## config.mk

```make
export PLATFORM = sky130hd
export DESIGN_NAME = intr_coalesce_unit
export DESIGN_NICKNAME = d
export VERILOG_FILES = /design/src/rtl/coal_pkg.sv /design/src/rtl/coal_count.sv /design/src/rtl/coal_timer.sv /design/src/rtl/coal_enable.sv /design/src/rtl/coal_trigger.sv /design/src/rtl/intr_coalesce_unit.sv
export SDC_FILE = /design/constraint.sdc
export NUM_CORES = 1
export LEC_CHECK = 0
export ABC_CLOCK_PERIOD_IN_PS = 9200
export CAP_MARGIN = 20
export CORE_MARGIN = 2
export CORE_UTILIZATION = 50
export CTS_CLUSTER_SIZE = 40
export DETAILED_ROUTE_END_ITERATION = 8
export HOLD_SLACK_MARGIN = 0.02
export PLACE_DENSITY_LB_ADDON = 0.3
export RECOVER_POWER = 25
export SYNTH_ARGS = -nofsm -noshare
export SYNTH_HDL_FRONTEND = slang
export SYNTH_HIERARCHICAL = 1
export SYNTH_SLANG_ARGS = --single-unit
```

## constraint.sdc

```tcl
create_clock -name clk -period 9.2 [get_ports clk]
set_input_delay 2.3 -clock clk [delete_from_list [all_inputs] [get_ports clk]]
set_output_delay 2.3 -clock clk [all_outputs]
set_load 0.01 [all_outputs]
```

## src/rtl/coal_pkg.sv

```systemverilog
package coal_pkg;

   // Default scaling of the time threshold: one unit of time_wait is 2^10 cycles.
   localparam int unsigned COAL_TIME_SHIFT_DEF = 10;

   // Timer step chosen for the coming clock edge.
   typedef enum logic [1:0] {
      TMR_CLEAR = 2'd0,
      TMR_RUN   = 2'd1,
      TMR_HOLD  = 2'd2
   } tmr_act_e;

endpackage

```

## src/rtl/coal_count.sv

```systemverilog
module coal_count #(
   parameter int unsigned CNT_W = 20
) (
   input  logic             clk,
   input  logic             rst_n,
   input  logic             inc,
   input  logic             dec_we,
   input  logic [CNT_W-1:0] dec_amt,
   input  logic             load_we,
   input  logic [CNT_W-1:0] load_val,
   output logic [CNT_W-1:0] cnt_q,
   output logic             cnt_zero
);

   localparam int unsigned EXT_W = CNT_W + 1;
   localparam logic [EXT_W-1:0] CNT_TOP = {1'b0, {CNT_W{1'b1}}};

   logic [EXT_W-1:0] sum_ext;
   logic [EXT_W-1:0] after_dec;
   logic [CNT_W-1:0] cnt_d;

   // Increment and decrement are done one extra bit wide so that a
   // same-cycle add/subtract cannot wrap before it is clamped.
   always_comb begin
      sum_ext = {1'b0, cnt_q} + {{CNT_W{1'b0}}, inc};
      if (dec_we) begin
         if ({1'b0, dec_amt} >= sum_ext) begin
            after_dec = '0;
         end else begin
            after_dec = sum_ext - {1'b0, dec_amt};
         end
      end else begin
         after_dec = sum_ext;
      end
      if (load_we) begin
         cnt_d = load_val;
      end else if (after_dec > CNT_TOP) begin
         cnt_d = CNT_TOP[CNT_W-1:0];
      end else begin
         cnt_d = after_dec[CNT_W-1:0];
      end
   end

   always_ff @(posedge clk) begin
      if (!rst_n) begin
         cnt_q <= '0;
      end else begin
         cnt_q <= cnt_d;
      end
   end

   assign cnt_zero = (cnt_q == '0);

endmodule

```

## src/rtl/coal_timer.sv

```systemverilog
module coal_timer #(
   parameter int unsigned TMR_W = 26
) (
   input  logic                clk,
   input  logic                rst_n,
   input  coal_pkg::tmr_act_e  act,
   output logic [TMR_W-1:0]    tmr_q,
   output logic                tmr_full
);

   import coal_pkg::*;

   assign tmr_full = (tmr_q == {TMR_W{1'b1}});

   always_ff @(posedge clk) begin
      if (!rst_n) begin
         tmr_q <= '0;
      end else begin
         unique case (act)
            TMR_CLEAR: tmr_q <= '0;
            TMR_RUN:   tmr_q <= tmr_q + 1'b1;
            default:   tmr_q <= tmr_q;
         endcase
      end
   end

endmodule

```

## src/rtl/coal_enable.sv

```systemverilog
module coal_enable (
   input  logic clk,
   input  logic rst_n,
   input  logic set_we,
   input  logic set_bit,
   output logic ena_q
);

   always_ff @(posedge clk) begin
      if (!rst_n) begin
         ena_q <= 1'b0;
      end else if (set_we && set_bit) begin
         ena_q <= 1'b1;
      end
   end

endmodule

```

## src/rtl/coal_trigger.sv

```systemverilog
module coal_trigger #(
   parameter int unsigned CNT_W      = 20,
   parameter int unsigned TWAIT_W    = 16,
   parameter int unsigned TIME_SHIFT = 10,
   localparam int unsigned TMR_W     = TWAIT_W + TIME_SHIFT
) (
   input  logic [CNT_W-1:0]   cnt,
   input  logic               cnt_zero,
   input  logic [TMR_W-1:0]   tmr,
   input  logic [TWAIT_W-1:0] time_wait,
   input  logic [CNT_W-1:0]   num_wait,
   input  logic               ena,
   output logic               irq
);

   logic [TMR_W-1:0] tmr_limit;
   logic [CNT_W-1:0] num_eff;
   logic             hit_num;
   logic             hit_time;

   // Scale the time threshold into timer ticks.
   generate
      if (TIME_SHIFT == 0) begin : g_unscaled
         assign tmr_limit = time_wait;
      end else begin : g_scaled
         assign tmr_limit = {time_wait, {TIME_SHIFT{1'b0}}};
      end
   endgenerate

   assign num_eff  = (num_wait == '0) ? {{(CNT_W-1){1'b0}}, 1'b1} : num_wait;
   assign hit_num  = (cnt >= num_eff);
   assign hit_time = (time_wait != '0) && (tmr >= tmr_limit);
   assign irq      = ena && !cnt_zero && (hit_num || hit_time);

endmodule

```

## src/rtl/intr_coalesce_unit.sv

```systemverilog
module intr_coalesce_unit #(
   parameter int unsigned CNT_W      = 20,
   parameter int unsigned TWAIT_W    = 16,
   parameter int unsigned TIME_SHIFT = coal_pkg::COAL_TIME_SHIFT_DEF
) (
   input  logic               clk,
   input  logic               rst_n,
   input  logic               cmpl_vld,
   input  logic               cmpl_notify,
   input  logic               ack_we,
   input  logic [CNT_W-1:0]   ack_amt,
   input  logic               cnt_we,
   input  logic [CNT_W-1:0]   cnt_wdata,
   input  logic [TWAIT_W-1:0] time_wait,
   input  logic [CNT_W-1:0]   num_wait,
   input  logic               ena_set_we,
   input  logic               ena_set_bit,
   output logic               irq,
   output logic               ena_rd,
   output logic [CNT_W-1:0]   done_cnt
);

   import coal_pkg::*;

   localparam int unsigned TMR_W = TWAIT_W + TIME_SHIFT;

   // Elaboration-time checks on the parameters.
   generate
      if (CNT_W < 2 || CNT_W > 32) begin : g_bad_cnt_w
         $error("intr_coalesce_unit: CNT_W must lie in 2..32");
      end
      if (TWAIT_W < 1 || TWAIT_W > 24) begin : g_bad_twait_w
         $error("intr_coalesce_unit: TWAIT_W must lie in 1..24");
      end
      if (TIME_SHIFT > 16) begin : g_bad_shift
         $error("intr_coalesce_unit: TIME_SHIFT must not exceed 16");
      end
   endgenerate

   logic             cnt_inc;
   logic             cnt_zero;
   logic [TMR_W-1:0] tmr_val;
   logic             tmr_full;
   tmr_act_e         tmr_act;

   assign cnt_inc = cmpl_vld && cmpl_notify;

   coal_count #(.CNT_W(CNT_W)) u_count (
      .clk      (clk),
      .rst_n    (rst_n),
      .inc      (cnt_inc),
      .dec_we   (ack_we),
      .dec_amt  (ack_amt),
      .load_we  (cnt_we),
      .load_val (cnt_wdata),
      .cnt_q    (done_cnt),
      .cnt_zero (cnt_zero)
   );

   // The timer is cleared by either software write or while nothing is
   // pending, runs while work is pending, and stops at its top value.
   always_comb begin
      if (ack_we || cnt_we || cnt_zero) begin
         tmr_act = TMR_CLEAR;
      end else if (tmr_full) begin
         tmr_act = TMR_HOLD;
      end else begin
         tmr_act = TMR_RUN;
      end
   end

   coal_timer #(.TMR_W(TMR_W)) u_timer (
      .clk      (clk),
      .rst_n    (rst_n),
      .act      (tmr_act),
      .tmr_q    (tmr_val),
      .tmr_full (tmr_full)
   );

   coal_enable u_enable (
      .clk     (clk),
      .rst_n   (rst_n),
      .set_we  (ena_set_we),
      .set_bit (ena_set_bit),
      .ena_q   (ena_rd)
   );

   coal_trigger #(
      .CNT_W      (CNT_W),
      .TWAIT_W    (TWAIT_W),
      .TIME_SHIFT (TIME_SHIFT)
   ) u_trigger (
      .cnt       (done_cnt),
      .cnt_zero  (cnt_zero),
      .tmr       (tmr_val),
      .time_wait (time_wait),
      .num_wait  (num_wait),
      .ena       (ena_rd),
      .irq       (irq)
   );

endmodule

```

==> key figures, run 1 <==
Logic synthesis
  • Top_reg_cell synth: dfxtp_1
  • Synth top area cells: dfxtp_1 (19%), ha_1 (15%), inv_1 (5.3%), xnor2_1 (4.7%), a21oi_1 (4.6%)
  • Syn_nets: approximately 790
  • Async S/R FF share, synth: 0
  • Share of the synthesized area in the top cell type: 0.194
  • Flops & latches, synth: 47
  • Synth top cells by count: inv_1 (68), ha_1 (60), nand2_1 (51)
  • Syn Area/Cell: 7.53 um2
  • Synth warn: 6
  • Synth cell types: between 60 and 70
  • Leading area contributor after synthesis: dfxtp_1
  • Seq/Total Area, Yosys: 0.194
  • Post-Synthesis Cell Area: between 4000 and 5000 um2
  • EDFF count, synth: 0
  • Post-synthesis cell count: between 600 and 700
  • Most common cell in the netlist: inv_1

Place
  • Placed inst area: 6020 um2
  • Final RePlAce weighted congestion: 0.903
  • Pre-CTS setup slack: around 1.5 ns
  • # port buffers: approximately 110
  • Dpl hpwl: ~12 mm

Clock tree
  • CTS sink cnt: 47
  • CTS H-tree lvls: 2
  • Postcts setup bufs: 0
  • Maximum clock path buffer count: 2
  • Resized cells post-CTS: 0
  • CTS tree: yes
  • Clock transition at the registers of the reported paths: around 0.080 ns
  • Post-CTS Hold Fix Bufs: 0
  • Worst-Skew Late Latency: around 0.3 ns
  • CTS Root Cell: clkbuf_8
  • Number of CTS-inserted buffers: 5

Power and ir drop
  • Worst vdd ir: 0.0000587 V
  • P_leak: 0.00257 uW
  • Int Pwr: ~380 uW
  • Proportion of power drawn by flip-flops and latches: 0.383
  • Sw frac: 0.358
  • Combinational Power Share: 0.415
  • Clock share of power: 0.202
  • Pwr dens: 97.2 nW/um2
  • P_sw: between 200 and 250 uW

Die
  • Die W: ~100 um
  • CORE AREA: 9330 um2
  • Rows: 35
  • Die Area: approximately 10000 um2
  • # IOs: between 100 and 150
  • Initial Utilization: 0.519
  • Vert. Die Dim: roughly 100 um

STA
  • RSZ-0062 raised after global routing: false
  • Final min period: 7.73 ns
  • Final period util: 0.840
  • Worst Tran Pin Value: about 1.3 ns
  • Max Slew Vio Count: 0
  • Count of final hold-check violations: 0
  • TNS Setup: 0 ns
  • Fmax: approximately 130 MHz
  • Final setup viols: 0
  • Rel. slew slack: 0.134
  • Layout Skew: 0.0182 ns
  • Final Worst Setup Slack: about 1.5 ns

Setup path
  • Critical Path RT: between 6 and 7 ns
  • Critical path class: in2out
  • Arrival @ worst endpoint: 5.43 ns
  • Type of origin of the critical path: input port
  • CP Capture Type: primary output
  • Critical path peak fanout: 2

Flow run
  • Max Cap Violations: 0

Drt
  • Post-route antenna net violation count: 0
  • Drc violations: 0
  • DR pass1 iterations: 5
  • Total Wirelength: about 15 mm
  • DR vias: between 5000 and 6000
  • Via density: roughly 5.9
  • Starting DRT DRC Count: 373
  • Routed wire per std cell: 16.7 um

Global route
  • Global route total overflow: 0
  • Number of global-route vias before repair: roughly 4700
  • First-pass GRT wire length: 22.8 mm
  • Initial antenna violation count: 0
  • Total track usage: 0.272
  • Largest net degree at the start of global routing: 36

Layout
  • Share of cells above drive strength 1: 0.0443
  • Fill cells: 820
  • Antenna diodes: 0
  • # nets final: 890
  • Synth-to-Final Area Change: 26.1%
  • Final instance area: about 6000 um2

Min path
  • Min-delay worst type: reg2reg

Run status
  • Status: finished clean
[critical path: stages]
cell and delay, ns:
clkdlybuf4s50_1 0.42, nor4_1 0.32, and3_1 0.21, a31o_2 0.15, ha_1 0.21, nand2b_4 0.14, a2111oi_2 0.33, a2111oi_0 0.10
or4_1 0.44, a221o_1 0.33, clkdlybuf4s50_1 0.47
[power groups by stage]
stage          clock, uW  sequential (uW)  combinational (uW)
6_report             120              227                 247
5_1_grt              128              229                 270
4_1_cts              122              227                 246
3_5_place_dp           0              232                 244
3_3_place_gp           0              232                 238
2_1_floorplan          0              232                 146
[layer usage]
metal	wire length [um]	vias to the layer above	GRT usage
li1	-	2569	-
met1	6950	2383	0.408
met2	6460	211	0.428
met3	976	18	0.0212
met4	180	0	0.0554
met5	0	-	0
[through the flow]
step,cells,power [uW],hold slack (ns),utilization
finish,874,594,0.536,0.655
detailed placement,866,476,0.498,0.645
CTS,873,595,0.510,0.654
global placement,866,470,0.485,0.645
floorplan,643,378,0.464,-
global route,874,627,0.564,0.655
[final timing paths]
check / end / start / depth (start not counted) / slack, ns
setup / recovery: irq / num_wait[15] / 11 / 1.47
setup reg to reg: u_count/cnt_q[12] / u_count/cnt_q[1] / 14 / 4.81
hold / removal: u_timer/tmr_q[19] / u_timer/tmr_q[19] / 2 / 0.54
hold reg to reg: u_timer/tmr_q[19] / u_timer/tmr_q[19] / 2 / 0.54
[layout by cell type, fill, tap and decap left out, drive strengths merged, types with 18 or more instances in the layout]
cell type | netlist | final
nand4 | 18 | 18
nor4 | 23 | 23
o21ai | 43 | 43
clkdlybuf4s50 | 0 | 89
inv | 68 | 68
dfxtp | 47 | 47
nand2 | 51 | 51
a21oi | 46 | 46
xnor2 | 26 | 26
nand3 | 38 | 38
nor2 | 36 | 36
ha | 60 | 60
a31oi | 21 | 21
[registers in the layout (all words and copies together) (netlist names)]
| signal | count |
|---|---|
| u_count/cnt_q | 20 |
| u_enable/ena_q | 1 |
| u_timer/tmr_q | 26 |
[cell type report]
cell class	count	area, um2	area share
multi-input cells	512	3580	0.586
inverters	69	259	0.0424
well taps	129	161	0.0264
flip-flops and latches	47	941	0.154
clock buffers	5	68.8	0.0113
clock inverters	2	13.8	0.00225
repair buffers	110	1080	0.178
[cell families after synthesis]
family / share of synthesized area
and+or+nand+nor: 0.267
AOI/OAI and AO/OA: 0.232
buffers and inverters: 0.0671
adders and majority gates: 0.159
DFF: 0.194
xor gates and xnor gates: 0.0759
muxes: 0.00413
Power figures use the tool's default switching activity.
==> run 2: changes to the inputs <==
--- a/config.mk
+++ b/config.mk
@@ -5,7 +5,7 @@
 export SDC_FILE = /design/constraint.sdc
 export NUM_CORES = 1
 export LEC_CHECK = 0
-export ABC_CLOCK_PERIOD_IN_PS = 9200
+export ABC_CLOCK_PERIOD_IN_PS = 7850
 export CAP_MARGIN = 20
 export CORE_MARGIN = 2
 export CORE_UTILIZATION = 50
==> constraint.sdc (replaced) <==
create_clock -name clk -period 7.85 [get_ports clk]
set_input_delay 1.9625 -clock clk [delete_from_list [all_inputs] [get_ports clk]]
set_output_delay 1.9625 -clock clk [all_outputs]
set_load 0.01 [all_outputs]
==> run 2 against run 1 <==
Effect of this change:
- non-clock buffer count shrank 2
- utilization shrank 0.12 points
- setup slack lost 0.68 ns
- count of clock-buffer cells in the layout is the same
- flip-flop and latch count is the same
- clock skew shrank 0.0035 ns
- critical path type unchanged
==> key figures, run 2 (synthesized netlist as in run 1, its figures left out) <==
Run status
  • Status: finished clean

Clock tree
  • CTS Root Cell: clkbuf_8
  • Worst-Skew Late Latency: 0.30 ns (about the same)
  • Resized cells post-CTS: 0 (unchanged)
  • Postcts setup bufs: 0 (unchanged)
  • Post-CTS Hold Fix Bufs: 0 (unchanged)
  • CTS sink cnt: 47 (unchanged)
  • CTS H-tree lvls: 2 (unchanged)
  • Clock transition at the registers of the reported paths: 0.09 ns (about the same)
  • Maximum clock path buffer count: 2 (unchanged)
  • CTS tree: yes
  • Number of CTS-inserted buffers: 5 (unchanged)

Drt
  • DR vias: 5129 (-1.0%)
  • Via density: 5.88 (-0.78%)
  • Drc violations: 0 (unchanged)
  • Total Wirelength: 14.3 mm (-1.6%)
  • DR pass1 iterations: 5 (unchanged)
  • Post-route antenna net violation count: 0 (unchanged)
  • Routed wire per std cell: 16.4 um (-1.4%)
  • Starting DRT DRC Count: 488 (+31%)

Setup path
  • Critical path class: in2out
  • CP Capture Type: primary output
  • Type of origin of the critical path: input port
  • Critical Path RT: 5.89 ns (-1.01 ns)
  • Critical path peak fanout: 2 (unchanged)
  • Arrival @ worst endpoint: 5.10 ns (-0.33 ns)

Power and ir drop
  • Pwr dens: 114 nW/um2 (+17%)
  • P_leak: 0.00256 uW (-0.23%)
  • Worst vdd ir: 0.0000608 V (+3.4%)

Global route
  • Largest net degree at the start of global routing: 36 (unchanged)
  • Number of global-route vias before repair: 4768 (+1.0%)
  • GR peak layer: met2
  • Met3 Use GR: 0.0212 (unchanged)
  • Total track usage: 0.273 (+0.000284)
  • Global route total overflow: 0 (unchanged)
  • M2 GR Usage: 0.426 (-0.00151)
  • Met1 Use GR: 0.402 (-0.00624)
  • First-pass GRT wire length: 22.8 mm (about the same)
  • Initial antenna violation count: 0 (unchanged)

STA
  • Rel. slew slack: 0.276 (+0.142)
  • Worst Tran Pin Value: 1.08 ns (-0.217 ns)
  • Final Worst Setup Slack: 0.789 ns (-0.683 ns)
  • Fmax: 142 MHz
  • Final period util: 0.899
  • Max Slew Vio Count: 0 (unchanged)
  • Final setup viols: 0 (unchanged)
  • Count of final hold-check violations: 0 (unchanged)
  • TNS Setup: 0 ns (unchanged)
  • Layout Skew: 0.0147 ns (-0.00350 ns)
  • Final min period: 7.06 ns
  • RSZ-0062 raised after global routing: false

Die
  • CORE AREA: 9330 um2 (unchanged)
  • # IOs: 106 (unchanged)
  • Die W: 102 um (unchanged)
  • Rows: 35 (unchanged)
  • Die Area: 10500 um2 (unchanged)
  • Initial Utilization: 0.519 (unchanged)
  • Vert. Die Dim: 102 um (unchanged)

Place
  • Placed inst area: 6010 um2 (-0.12%)
  • # port buffers: 105 (unchanged)
  • Pre-CTS setup slack: 0.805 ns (-0.658 ns)
  • Dpl hpwl: 11.6 mm (-1.7%)
  • Placed instance count: 865 (-0.12%)
  • Final RePlAce weighted congestion: 0.908 (+0.53%)

Layout
  • Antenna diodes: 0 (unchanged)
  • Largest reg by FF count: u_timer/tmr_q
  • Number of flip-flops under the largest register name: 26 (unchanged)
  • Commonest non-fill, non-tap cells in the layout: clkdlybuf4s50_1 (88), inv_1 (68), ha_1 (60)
  • # nets final: 888 (-0.22%)
  • Synth-to-Final Area Change: 25.8%
  • Fill cells: 815 (-0.61%)
  • Commonest non-fill, non-tap cell in the layout: clkdlybuf4s50_1
  • Share of cells above drive strength 1: 0.0431 (-0.00123)
  • Biggest regs: u_timer/tmr_q x26, u_count/cnt_q x20, u_enable/ena_q x1
  • Final instance area: 6100 um2 (-0.18%)
  • Non-filler cells in the finished layout: 872 (-0.23%)

Min path
  • Min-delay worst type: reg2reg

Flow run
  • Max Cap Violations: 0 (unchanged)
run 2: layout make-up:
type	instances	area, um2	share of cell area
repair buffers	108	1070	0.176
clock inverters	2	13.8	0.00226
multi-input cells	512	3580	0.587
inverters	69	259	0.0425
clock buffers	5	68.8	0.0113
well taps	129	161	0.0265
flip-flops and latches	47	941	0.154
run 2: layer usage:
layer	part of all wire	wire, um
met5	0	0
met4	0.016	226
met3	0.061	877
met2	0.44	6250
met1	0.49	6990
run 2: final timing paths:
check	from	to	slack (ns)	depth (start not counted)
worst max register to register	u_count/cnt_q[2]	u_count/cnt_q[4]	3.66	16
worst min-delay path	u_timer/tmr_q[20]	u_timer/tmr_q[20]	0.52	2
worst min register to register	u_timer/tmr_q[20]	u_timer/tmr_q[20]	0.52	2
worst max-delay path	num_wait[7]	irq	0.79	11
run 2: stage by stage:
stage / hold WS [ns] / utilization / power, uW
final: 0.519 / 0.654 / 694
after global routing: 0.535 / 0.654 / 734
after CTS: 0.516 / 0.654 / 695
after detailed placement: 0.501 / 0.645 / 557
after global placement: 0.485 / 0.645 / 550
after floorplan: 0.464 / - / 443
run 2: worst max-delay path: stages:
cell and delay [ns]:
clkdlybuf4s50_1 0.43, nor4_1 0.29, and3_1 0.20, a31o_2 0.14, ha_1 0.22, nand2b_4 0.14, a2111oi_2 0.36, a2111oi_0 0.11
or4_1 0.44, a221o_1 0.33, clkdlybuf4s50_1 0.47
run 2: report_power, final:
part	leakage (uW)	internal, uW	switching, uW
clock network	0.0000440	61.0	79.2
logic	0.00213	137	150
registers	0.000385	248	18.8
==> run 3: changes to the inputs <==
--- a/config.mk
+++ b/config.mk
@@ -6,10 +6,9 @@
 export NUM_CORES = 1
 export LEC_CHECK = 0
 export ABC_CLOCK_PERIOD_IN_PS = 7850
-export CAP_MARGIN = 20
 export CORE_MARGIN = 2
 export CORE_UTILIZATION = 50
-export CTS_CLUSTER_SIZE = 40
+export CTS_CLUSTER_SIZE = 8
 export DETAILED_ROUTE_END_ITERATION = 8
 export HOLD_SLACK_MARGIN = 0.02
 export PLACE_DENSITY_LB_ADDON = 0.3
==> results of run 3 <==
The final DEF is identical to that of run 2; final timing and power are the same.
